### src/rtl/irq_cpu_pkg.sv
package irq_cpu_pkg;

   // Outcome of an acknowledge read in the current cycle
   typedef enum logic [1:0] {
      ACK_NONE  = 2'd0,
      ACK_EMPTY = 2'd1,
      ACK_STALE = 2'd2,
      ACK_TAKE  = 2'd3
   } ack_kind_e;

endpackage

### src/rtl/irq_cpu_pick.sv
// Combinational best-entry search: strictly greatest priority, lowest index on ties.
module irq_cpu_pick #(
   parameter int NSRC   = 16,
   parameter int PRIO_W = 4,
   parameter int IDX_W  = 4
) (
   input  logic [NSRC-1:0]        member,
   input  logic [NSRC*PRIO_W-1:0] prio_flat,
   output logic                   found,
   output logic [IDX_W-1:0]       idx,
   output logic [PRIO_W-1:0]      prio
);

   always_comb begin
      found = 1'b0;
      idx   = '0;
      prio  = '0;
      for (int i = 0; i < NSRC; i++) begin
         if (member[i] && (!found || prio_flat[i*PRIO_W +: PRIO_W] > prio)) begin
            found = 1'b1;
            idx   = IDX_W'(i);
            prio  = prio_flat[i*PRIO_W +: PRIO_W];
         end
      end
   end

endmodule

### src/rtl/irq_cpu_cfg.sv
// Task-priority and spurious-vector registers of one processor port.
module irq_cpu_cfg #(
   parameter int DATA_W = 32,
   parameter int PRIO_W = 4,
   parameter int VEC_W  = 8
) (
   input  logic              clk,
   input  logic              rst_n,
   input  logic              tp_we,
   input  logic              spur_we,
   input  logic [DATA_W-1:0] wdata,
   output logic [PRIO_W-1:0] tp,
   output logic [VEC_W-1:0]  spur
);

   logic unused_wdata;
   assign unused_wdata = ^wdata;

   always_ff @(posedge clk or negedge rst_n) begin
      if (!rst_n) begin
         tp   <= '1;
         spur <= '1;
      end else begin
         if (tp_we)   tp   <= wdata[PRIO_W-1:0];
         if (spur_we) spur <= wdata[VEC_W-1:0];
      end
   end

   AST_TP_LOAD: assert property (@(posedge clk) disable iff (!rst_n)
      tp_we |=> tp == $past(wdata[PRIO_W-1:0]));

   AST_SPUR_LOAD: assert property (@(posedge clk) disable iff (!rst_n)
      spur_we |=> spur == $past(wdata[VEC_W-1:0]));

endmodule

### src/rtl/irq_cpu_srcmem.sv
// Per-source attribute table captured when a request is accepted.
module irq_cpu_srcmem #(
   parameter int NSRC   = 16,
   parameter int PRIO_W = 4,
   parameter int VEC_W  = 8,
   parameter int IDX_W  = 4
) (
   input  logic                   clk,
   input  logic                   rst_n,
   input  logic                   we,
   input  logic [IDX_W-1:0]       widx,
   input  logic [PRIO_W-1:0]      wprio,
   input  logic [VEC_W-1:0]       wvec,
   input  logic                   wedge,
   input  logic                   wcrit,
   output logic [NSRC*PRIO_W-1:0] prio_flat,
   output logic [NSRC*VEC_W-1:0]  vec_flat,
   output logic [NSRC-1:0]        edge_v,
   output logic [NSRC-1:0]        crit_v
);

   for (genvar g = 0; g < NSRC; g++) begin : g_ent
      always_ff @(posedge clk or negedge rst_n) begin
         if (!rst_n) begin
            prio_flat[g*PRIO_W +: PRIO_W] <= '0;
            vec_flat[g*VEC_W +: VEC_W]    <= '0;
            edge_v[g]                     <= 1'b0;
            crit_v[g]                     <= 1'b0;
         end else if (we && widx == IDX_W'(g)) begin
            prio_flat[g*PRIO_W +: PRIO_W] <= wprio;
            vec_flat[g*VEC_W +: VEC_W]    <= wvec;
            edge_v[g]                     <= wedge;
            crit_v[g]                     <= wcrit;
         end
      end
   end

endmodule

### src/rtl/irq_cpu_port.sv
// One processor's delivery port: raised / in-service sets, acknowledge and EOI.
module irq_cpu_port
   import irq_cpu_pkg::*;
#(
   parameter int NSRC    = 16,
   parameter int PRIO_W  = 4,
   parameter int VEC_W   = 8,
   parameter int DATA_W  = 32,
   parameter int CPU_ID  = 0,
   parameter bit CRIT_EN = 1'b1,
   localparam int IDX_W  = $clog2(NSRC)
) (
   input  logic              clk,
   input  logic              rst_n,
   input  logic              req_valid,
   input  logic [IDX_W-1:0]  req_src,
   input  logic [PRIO_W-1:0] req_prio,
   input  logic [VEC_W-1:0]  req_vec,
   input  logic              req_edge,
   input  logic [DATA_W-1:0] req_route,
   input  logic [NSRC-1:0]   src_active,
   output logic              act_set,
   output logic [IDX_W-1:0]  act_set_src,
   output logic              act_clr,
   output logic [IDX_W-1:0]  act_clr_src,
   input  logic [DATA_W-1:0] cpu_wdata,
   input  logic              tp_we,
   input  logic              spur_we,
   input  logic              eoi_we,
   input  logic              ack_re,
   output logic              ack_valid,
   output logic [VEC_W-1:0]  ack_vec,
   output logic              irq_out,
   output logic              crit_out,
   output logic [PRIO_W-1:0] task_prio,
   output logic [VEC_W-1:0]  spur_vec
);

   localparam int CRIT_BIT = 30 - CPU_ID;

   // ---------------- elaboration checks ----------------
   if (NSRC < 2) begin : g_bad_nsrc
      $error("irq_cpu_port: NSRC must be at least 2");
   end
   if (CPU_ID < 0 || CPU_ID > 30) begin : g_bad_cpu
      $error("irq_cpu_port: CPU_ID must lie in 0..30");
   end
   if (DATA_W < 31 || DATA_W < VEC_W || DATA_W < PRIO_W) begin : g_bad_data
      $error("irq_cpu_port: DATA_W too narrow");
   end

   // ---------------- state ----------------
   logic [NSRC-1:0] raised_q, raised_d;
   logic [NSRC-1:0] inserv_q, inserv_d;
   logic            irq_q, crit_q, irq_d, crit_d;
   logic            ackv_q;
   logic [VEC_W-1:0] ackvec_q, ackvec_d;

   logic [NSRC*PRIO_W-1:0] prio_flat;
   logic [NSRC*VEC_W-1:0]  vec_flat;
   logic [NSRC-1:0]        edge_v, crit_v;

   // ---------------- configuration registers ----------------
   irq_cpu_cfg #(.DATA_W(DATA_W), .PRIO_W(PRIO_W), .VEC_W(VEC_W)) u_cfg (
      .clk    (clk),
      .rst_n  (rst_n),
      .tp_we  (tp_we),
      .spur_we(spur_we),
      .wdata  (cpu_wdata),
      .tp     (task_prio),
      .spur   (spur_vec)
   );

   // ---------------- critical routing variant ----------------
   logic req_crit;
   logic unused_route;
   assign unused_route = ^req_route;

   if (CRIT_EN) begin : g_crit
      assign req_crit = req_route[CRIT_BIT];
   end else begin : g_nocrit
      assign req_crit = 1'b0;
   end

   // ---------------- best-entry searches ----------------
   logic             rh_found, sh_found, sr_found;
   logic [IDX_W-1:0] rh_idx, sh_idx, sr_idx;
   logic [PRIO_W-1:0] rh_prio, sh_prio, sr_prio;
   logic [NSRC-1:0]  inserv_rest;

   assign inserv_rest = sh_found ? (inserv_q & ~(NSRC'(1) << sh_idx)) : inserv_q;

   irq_cpu_pick #(.NSRC(NSRC), .PRIO_W(PRIO_W), .IDX_W(IDX_W)) u_pick_raised (
      .member(raised_q), .prio_flat(prio_flat),
      .found(rh_found), .idx(rh_idx), .prio(rh_prio)
   );

   irq_cpu_pick #(.NSRC(NSRC), .PRIO_W(PRIO_W), .IDX_W(IDX_W)) u_pick_serv (
      .member(inserv_q), .prio_flat(prio_flat),
      .found(sh_found), .idx(sh_idx), .prio(sh_prio)
   );

   irq_cpu_pick #(.NSRC(NSRC), .PRIO_W(PRIO_W), .IDX_W(IDX_W)) u_pick_rest (
      .member(inserv_rest), .prio_flat(prio_flat),
      .found(sr_found), .idx(sr_idx), .prio(sr_prio)
   );

   logic unused_rest;
   assign unused_rest = ^sr_idx;

   // ---------------- request path ----------------
   logic req_ok, req_fire;

   assign req_ok   = req_valid && (req_prio > task_prio) && !raised_q[req_src];
   assign req_fire = req_ok
                   && !(rh_found && req_prio <  rh_prio)
                   && !(sh_found && req_prio <= sh_prio);

   irq_cpu_srcmem #(.NSRC(NSRC), .PRIO_W(PRIO_W), .VEC_W(VEC_W), .IDX_W(IDX_W)) u_tab (
      .clk      (clk),
      .rst_n    (rst_n),
      .we       (req_ok),
      .widx     (req_src),
      .wprio    (req_prio),
      .wvec     (req_vec),
      .wedge    (req_edge),
      .wcrit    (req_crit),
      .prio_flat(prio_flat),
      .vec_flat (vec_flat),
      .edge_v   (edge_v),
      .crit_v   (crit_v)
   );

   // ---------------- acknowledge path ----------------
   ack_kind_e ack_kind;

   always_comb begin
      if (!ack_re)                                          ack_kind = ACK_NONE;
      else if (!rh_found)                                   ack_kind = ACK_EMPTY;
      else if (!src_active[rh_idx] || rh_prio <= task_prio) ack_kind = ACK_STALE;
      else                                                  ack_kind = ACK_TAKE;
   end

   assign ackvec_d = (ack_kind == ACK_TAKE) ? vec_flat[rh_idx*VEC_W +: VEC_W] : spur_vec;

   // ---------------- end-of-interrupt path ----------------
   logic eoi_go, eoi_fire;

   assign eoi_go   = eoi_we && !ack_re;
   assign eoi_fire = eoi_go && rh_found && (!sr_found || rh_prio > sr_prio);

   // ---------------- activity strobes ----------------
   assign act_set     = req_ok;
   assign act_set_src = req_src;
   assign act_clr     = (ack_kind == ACK_STALE) || (ack_kind == ACK_TAKE && edge_v[rh_idx]);
   assign act_clr_src = rh_idx;

   // ---------------- next state ----------------
   always_comb begin
      raised_d = raised_q;
      inserv_d = inserv_q;
      if (req_ok) raised_d[req_src] = 1'b1;
      if (ack_re && rh_found) raised_d[rh_idx] = 1'b0;
      if (ack_kind == ACK_TAKE) inserv_d[rh_idx] = 1'b1;
      if (eoi_go && sh_found) inserv_d[sh_idx] = 1'b0;
   end

   assign irq_d  = (req_fire && !req_crit) || (eoi_fire && !crit_v[rh_idx]) || (irq_q && !ack_re);
   assign crit_d = (req_fire &&  req_crit) || (eoi_fire &&  crit_v[rh_idx]) || (crit_q && !ack_re);

   always_ff @(posedge clk or negedge rst_n) begin
      if (!rst_n) begin
         raised_q <= '0;
         inserv_q <= '0;
         irq_q    <= 1'b0;
         crit_q   <= 1'b0;
         ackv_q   <= 1'b0;
         ackvec_q <= '0;
      end else begin
         raised_q <= raised_d;
         inserv_q <= inserv_d;
         irq_q    <= irq_d;
         crit_q   <= crit_d;
         ackv_q   <= ack_re;
         if (ack_re) ackvec_q <= ackvec_d;
      end
   end

   assign irq_out   = irq_q;
   assign crit_out  = crit_q;
   assign ack_valid = ackv_q;
   assign ack_vec   = ackvec_q;

   // ---------------- assertions ----------------
   AST_LOW_DISCARD: assert property (@(posedge clk) disable iff (!rst_n)
      req_valid && (req_prio <= task_prio) |-> !act_set);

   AST_MISSED_DROP: assert property (@(posedge clk) disable iff (!rst_n)
      req_valid && raised_q[req_src] |-> !act_set);

   AST_SET_RAISED: assert property (@(posedge clk) disable iff (!rst_n)
      act_set |=> raised_q[$past(act_set_src)]);

   AST_PICK_MEMBER: assert property (@(posedge clk) disable iff (!rst_n)
      rh_found |-> raised_q[rh_idx]);

   AST_ACK_LOWERS: assert property (@(posedge clk) disable iff (!rst_n)
      ack_re && !req_valid |=> !irq_out && !crit_out);

   AST_ACK_RSP: assert property (@(posedge clk) disable iff (!rst_n)
      ack_re |=> ack_valid);

   AST_CLR_FROM_ACK: assert property (@(posedge clk) disable iff (!rst_n)
      act_clr |-> ack_re);

   AST_TAKE_SERV: assert property (@(posedge clk) disable iff (!rst_n)
      ack_re && act_clr && src_active[act_clr_src] && !edge_v[act_clr_src] |=> ack_vec == $past(spur_vec));

   AST_EOI_REMOVES: assert property (@(posedge clk) disable iff (!rst_n)
      eoi_we && !ack_re && sh_found |=> !inserv_q[$past(sh_idx)]);

endmodule

### config.mk
export PLATFORM = sky130hd
export DESIGN_NAME = irq_cpu_port
export DESIGN_NICKNAME = d
export VERILOG_FILES = /design/src/rtl/irq_cpu_pkg.sv /design/src/rtl/irq_cpu_pick.sv /design/src/rtl/irq_cpu_cfg.sv /design/src/rtl/irq_cpu_srcmem.sv /design/src/rtl/irq_cpu_port.sv
export SDC_FILE = /design/constraint.sdc
export NUM_CORES = 1
export LEC_CHECK = 0
export ABC_AREA = 1
export BUFFER_PORTS_ARGS = -buffer_cell sky130_fd_sc_hd__buf_4
export CAP_MARGIN = 20
export CORE_MARGIN = 1.5
export CORE_UTILIZATION = 35
export DETAILED_ROUTE_END_ITERATION = 8
export PLACE_DENSITY = 0.5
export SLEW_MARGIN = 20
export SYNTH_ARGS = -nofsm -noshare
export SYNTH_HDL_FRONTEND = slang
export SYNTH_HIERARCHICAL = 1
export SYNTH_SLANG_ARGS = --single-unit
### constraint.sdc
create_clock -name clk -period 29.7 [get_ports clk]
set_input_delay 2.97 -clock clk [delete_from_list [all_inputs] [get_ports clk]]
set_output_delay 2.97 -clock clk [all_outputs]
set_load 0.02 [all_outputs]
== Word-level counts from Yosys, hierarchy flattened ==
Index checks and enable logic that the tools add are counted.
W data, S select, Z words.

* Bits in latches: 0
* Register bits after elaboration: 279
* Input bits: 104
* RAM bits: 0
* ROM bits: 0
* Memories kept: 0

* Add/sub/neg operators: 0
* $mul: 0
* Divide/modulo/power cells: 0
* Magnitude comparators: 56
* Mux-type cells: 149
* Equality and inequality tests: 17
* Reduce and logical (&&, ||, !) cells: 188
* Shifts and indexed selects: 2
* Bitwise operators: 8

{| class="wikitable"
|+ Operator list
! operator !! count
|-
| $mux W4 || 64
|-
| $gt A4 B4 Y1 || 47
|-
| $shiftx A128 B8 Y8 || 1
|-
| $logic_and A1 B1 Y1 || 82
|-
| $mux W16 || 5
|-
| $mux W1 || 58
|-
| $logic_not A1 Y1 || 53
|-
| $logic_or A1 B1 Y1 || 52
|-
| $and A16 B16 Y16 || 3
|-
| $not A16 Y16 || 3
|-
| $eq A4 B4 Y1 const B || 8
|-
| $or A16 B16 Y16 || 2
|-
| $mux W3 || 8
|-
| $bmux W1 S4 || 4
|-
| $eq A4 B3 Y1 const B || 4
|-
| $shl A1 B4 Y16 const A || 1
|-
| $lt A4 B5 Y1 const B || 3
|-
| $demux W1 S4 || 3
|-
| $ge A4 B1 Y1 const B || 3
|-
| $mux W2 || 6
|-
| $eq A4 B2 Y1 const B || 2
|-
| $le A4 B4 Y1 || 2
|-
| $mux W8 || 1
|-
| $eq A2 B2 Y1 const B || 2
|-
| 3 further kinds || 3
|}

== Logic depth before layout (Yosys ltp) ==
* Word-level depth: 132
* Mapped depth: 328
* Gate-level depth less buffers: 326

== Modules after synthesis ==
Netlist, hierarchy kept.

{| class="wikitable"
|+ Modules (own cells, without submodules)
! module !! area an instance (sq um) !! cells an instance !! seq. area each (sq um) !! times used
|-
| irq_cpu_srcmem || 9320.2 || 1084 || 5605.4 || 1
|-
| irq_cpu_pick at u_pick_raised ... || 2757.6 || 486 || 0.0 || 2
|-
| irq_cpu_port || 4929.7 || 838 || 1076.0 || 1
|-
| irq_cpu_pick at u_pick_rest || 2806.4 || 503 || 0.0 || 1
|-
| irq_cpu_cfg || 469.2 || 51 || 315.3 || 1
|}

== Worst setup path before layout ==
No wires, ideal clock.

* Kind: register to register
* Start point: register inserv_q[0]
* End point: register irq_q (netlist: irq_out)
* Cell stages (with the launch flop): 309
* Setup time: 0.121 ns
* Path buffers: 2
* Slack: -1.979 ns
* Required time: 29.579 ns
* Period minus slack after synthesis: 31.679 ns
* Arrival time: 31.558 ns
* Cells stage by stage: dfrtp_1 > nand2_1 > ha_1 > nand2_1 > inv_2 > nand2_1 > nand2_1 > nand2_1 > nand2_1 > nand2_1 > nand2_1 > and2_1 > ha_1 > nand2_1 > inv_2 > o21ai_1 > nand2_1 > nand2_1 > (+273 left out) > inv_1 > nor2_1 > o21bai_1 > nand2_1 > o21ai_0 > o21ai_0 > nand2_1 > inv_1 > nand2_1 > nand2_1 > inv_1 > ha_1 > a21oi_1 > o21ai_0 > o21ai_0 > a21oi_1 > a21boi_0 > nand2_1

* Word-level cells in the longest chain between the ends: 132
* Elaborated cells on any way between the ends: 215

{| class="wikitable"
|+ RTL lines
! item !! line !! text
|-
| start, declared || irq_cpu_port.sv:54 || <nowiki>logic [NSRC-1:0] inserv_q, inserv_d;</nowiki>
|-
| start signal, assigned || irq_cpu_port.sv:181 || <nowiki>inserv_q <= inserv_d;</nowiki>
|-
| $mux W4 or $mux W1 (tied branches) || irq_cpu_pick.sv:19 || <nowiki>if (member[i] && (!found || prio_flat[i*PRIO_W +: PRIO_W] > prio)) begin</nowiki>
|-
| $gt A4 B4 Y1 or $logic_not A1 Y1 (tied branches) || irq_cpu_pick.sv:19 ||
|-
| $logic_or A1 B1 Y1 || irq_cpu_pick.sv:19 ||
|-
| $logic_and A1 B1 Y1 || irq_cpu_pick.sv:19 ||
|-
| $mux W4 or $mux W1 (tied branches) || irq_cpu_pick.sv:19 ||
|-
| $gt A4 B4 Y1 or $logic_not A1 Y1 (tied branches) || irq_cpu_pick.sv:19 ||
|-
| $logic_or A1 B1 Y1 || irq_cpu_pick.sv:19 ||
|-
| $logic_and A1 B1 Y1 || irq_cpu_pick.sv:19 ||
|-
| (+53 left out) || - ||
|-
| via sh_idx[2] || irq_cpu_port.sv:87 || <nowiki>logic [IDX_W-1:0] rh_idx, sh_idx, sr_idx;</nowiki>
|-
| (+4 left out) || - ||
|-
| via inserv_rest[0] || irq_cpu_port.sv:89 || <nowiki>logic [NSRC-1:0] inserv_rest;</nowiki>
|-
| (+60 left out) || - ||
|-
| $mux W4 * || irq_cpu_pick.sv:19 ||
|-
| via sr_prio[1] || irq_cpu_port.sv:88 || <nowiki>logic [PRIO_W-1:0] rh_prio, sh_prio, sr_prio;</nowiki>
|-
| $gt A4 B4 Y1 * || irq_cpu_port.sv:150 || <nowiki>assign eoi_fire = eoi_go && rh_found && (!sr_found || rh_prio > sr_prio);</nowiki>
|-
| $logic_or A1 B1 Y1 * || irq_cpu_port.sv:150 ||
|-
| $logic_and A1 B1 Y1 * || irq_cpu_port.sv:150 ||
|-
| $logic_and A1 B1 Y1 * || irq_cpu_port.sv:168 || <nowiki>assign irq_d = (req_fire && !req_crit) || (eoi_fire && !crit_v[rh_idx]) || (irq_q && !ack_re);</nowiki>
|-
| $logic_or A1 B1 Y1 * (2 in a row) || irq_cpu_port.sv:168 ||
|-
| via irq_d || irq_cpu_port.sv:55 || <nowiki>logic irq_q, crit_q, irq_d, crit_d;</nowiki>
|-
| end signal, assigned || irq_cpu_port.sv:182 || <nowiki>irq_q <= irq_d;</nowiki>
|-
| end, declared || irq_cpu_port.sv:55 ||
|}

The timed path passes the listed nets; every way through them passes the cells marked *.
A chain may end at the register's enable or synchronous reset.

== Worst setup path in the final report ==
Ends and elaborated chain as after synthesis.

==> summary.md <==
| Metric | Value |
|---|---|
| Outcome | finished, violations left |
| Failing checks | negative setup slack |
| Area taken by multi-input logic gates | roughly 0.015 sq mm |
| Fin crit share | 110% |
| Capturing point of the worst reg2reg path | irq_out |
| Synthesis-to-finish area growth | 23.7% |
| FF/Latch Area | roughly 0.0070 sq mm |
| Chip height | roughly 260 um |
| CTS sink cnt | between 200 and 300 |
| Hold Buf Count CTS | 0 |
| Drt drc | 0 |
| RSZ-0062 raised after global routing | true |
| Routed vias/inst | 4.98 |
| Max-cap violations | 0 |
| Commonest non-fill, non-tap cell in the layout | nand2_1 |
| Congestion Overflow GR | 0 |
| Die area | ~0.067 sq mm |
| Mean area per synthesized cell | about 6.7 sq um |
| DR vias | approximately 23000 |
| Pins Over Slew Limit | 0 |
| Port-buffer cells | roughly 80 |
| First-pass GRT wire length | approximately 130 mm |
| Period minus WS final | roughly 33 ns |
| Num ports | 137 |
| Max Clk Rate | 30.7 MHz |
| Reg clk slew, reported paths | approximately 0.060 ns |
| CTS H-Tree Depth | 2 |
| Row Count | 93 |
| Clock Skew | between 0.02 and 0.025 ns |
| Synth Net Count | 3706 |
| Commonest cells after routing, fill and taps aside | 1265 x nand2_1, 395 x inv_1, 391 x buf_4 |
| Mapped cell area | 0.0229 sq mm |
| Hold Crit Class | reg2reg |
| Critical path peak fanout | 8 |
| WL final | 80.0 mm |
| CP peak stage delay | a little over 0.4 ns |
| Nets | between 4000 and 5000 |
| Cell at the slowest stage of the critical path | dfrtp_2 |
| CTS tree | yes |
| Slew @ Worst Pin | about 1.1 ns |
| Antenna violations before repair | 2 |
| WL per Instance | around 17 um |
| Synth Instances | ~3400 |
| Final setup viols | 2 |
| Largest net degree at the start of global routing | approximately 100 |
| DRT Pass-1 Iters | 5 |
| Initial Utilization | 35.5% |
| Req. time, crit path | between 30 and 40 ns |
| DIE WIDTH | ~260 um |
| Startpoint Class | flip-flop |
| Yosys warning total | 6 |
| Rel. slew slack | approximately 27% |
| Core area | ~0.065 sq mm |
| Crit path capture | irq_out |
| Most frequent CP cell | nand2_1 |
| CP Capture Type | flip-flop |
| Vias in the first global route | 22400 |
| WS Path Type | reg2reg |
| Worst-skew pair later-pin latency | 0.56 ns |
| Final Wtd Congestion | between 0.8 and 0.9 |
| Clk root buf | clkbuf_16 |
| Data arrival time of the critical path | between 30 and 40 ns |
| Final hold viol count | 0 |
| Setup WS post-layout | -2.85 ns |
| CTS max path bufs | 3 |
| Critical Path Source | inserv_q[0] |
| R2r worst-path depth | about 310 |
| Reg2reg start | inserv_q[0] |
| Post-DP HPWL | between 50 and 60 mm |
| Fraction of layout cells with a size suffix above 1 | between 20% and 30% |
| R2r setup slk | -2.85 ns |
| Setup TNS | -5.62 ns |
| Antenna Nets Post-Route | 0 |
| GRT Total Usage | about a quarter |
| FILL cells | roughly 6900 |
| Num CTS Buffers | 34 |
| Number of DRC markers in iteration 0 | 1513 |
==> layer usage <==
layer | wire length [um] | vias to the layer above | GRT usage, %
li1 | - | 11600 | -
met1 | 37000 | 10700 | 32.2
met4 | 2510 | 0 | 7.94
met2 | 37300 | 457 | 39.9
met5 | 0 | - | 0
met3 | 3210 | 107 | 2.63
==> flip-flops by register name, indices dropped and copies added, names as in the netlist <==
register	flops
ack_valid	1
ack_vec	8
crit_out	1
inserv_q	16
irq_out	1
raised_q	16
u_cfg/spur	8
u_cfg/tp	4
u_tab/crit_v	16
u_tab/edge_v	16
u_tab/prio_flat	64
u_tab/vec_flat	128
==> metrics by stage <==
| stage | setup slack, ns | std cells | hold slack, ns | util, % | instance area [sq um] |
|---|---|---|---|---|---|
| floorplan | -0.421 | 3424 | 0.442 | - | 23100 |
| global placement | -2.95 | 4485 | 0.454 | 40.4 | 26100 |
| detailed placement | -3.52 | 4485 | 0.458 | 40.4 | 26100 |
| CTS | -2.55 | 4582 | 0.472 | 43.0 | 27800 |
| global route | -6.04 | 4602 | 0.482 | 43.9 | 28400 |
| finish | -2.85 | 4603 | 0.469 | 43.9 | 28400 |
==> layout make-up <==
type	count	share of cell area, %
Multi-Input combinational cell	2571	51.2
Clock buffer	46	3.37
Antenna cell	3	0.0265
Tap cell	855	3.77
Sequential cell	279	24.7
Timing Repair Buffer	393	10.4
Inverter	442	5.90
Clock inverter	14	0.613
==> what timing repair did <==
action,CTS,global route
buffers inserted,34,18
pin swaps,77,125
setup endpoints to repair,2,2
resized for setup,76,99
cloned,3,0
==> how the worst min path moves through the flow <==
stage	startpoint	end	slack [ns]	cells after the start
finish	u_tab/vec_flat[104]	u_tab/vec_flat[104]	0.47	2
global route	u_tab/vec_flat[31]	u_tab/vec_flat[31]	0.48	2
CTS	u_tab/vec_flat[3]	u_tab/vec_flat[3]	0.47	2
detailed placement	u_tab/vec_flat[28]	u_tab/vec_flat[28]	0.46	2
global placement	u_tab/vec_flat[126]	u_tab/vec_flat[126]	0.45	2
floorplan	u_tab/vec_flat[100]	u_tab/vec_flat[100]	0.44	2
==> critical path, delay by kind of cell, from the launching register on <==
kind	cells	cell delay [ns]
compound gates	70	7.29
fa+ha+maj	31	8.40
buf+inv	35	2.13
flops	1	0.41
simple gates	170	14.13
Power is left out: the tool's default activity adds up to more than one toggle a clock period on the data nets, which glitch-free logic cannot reach.
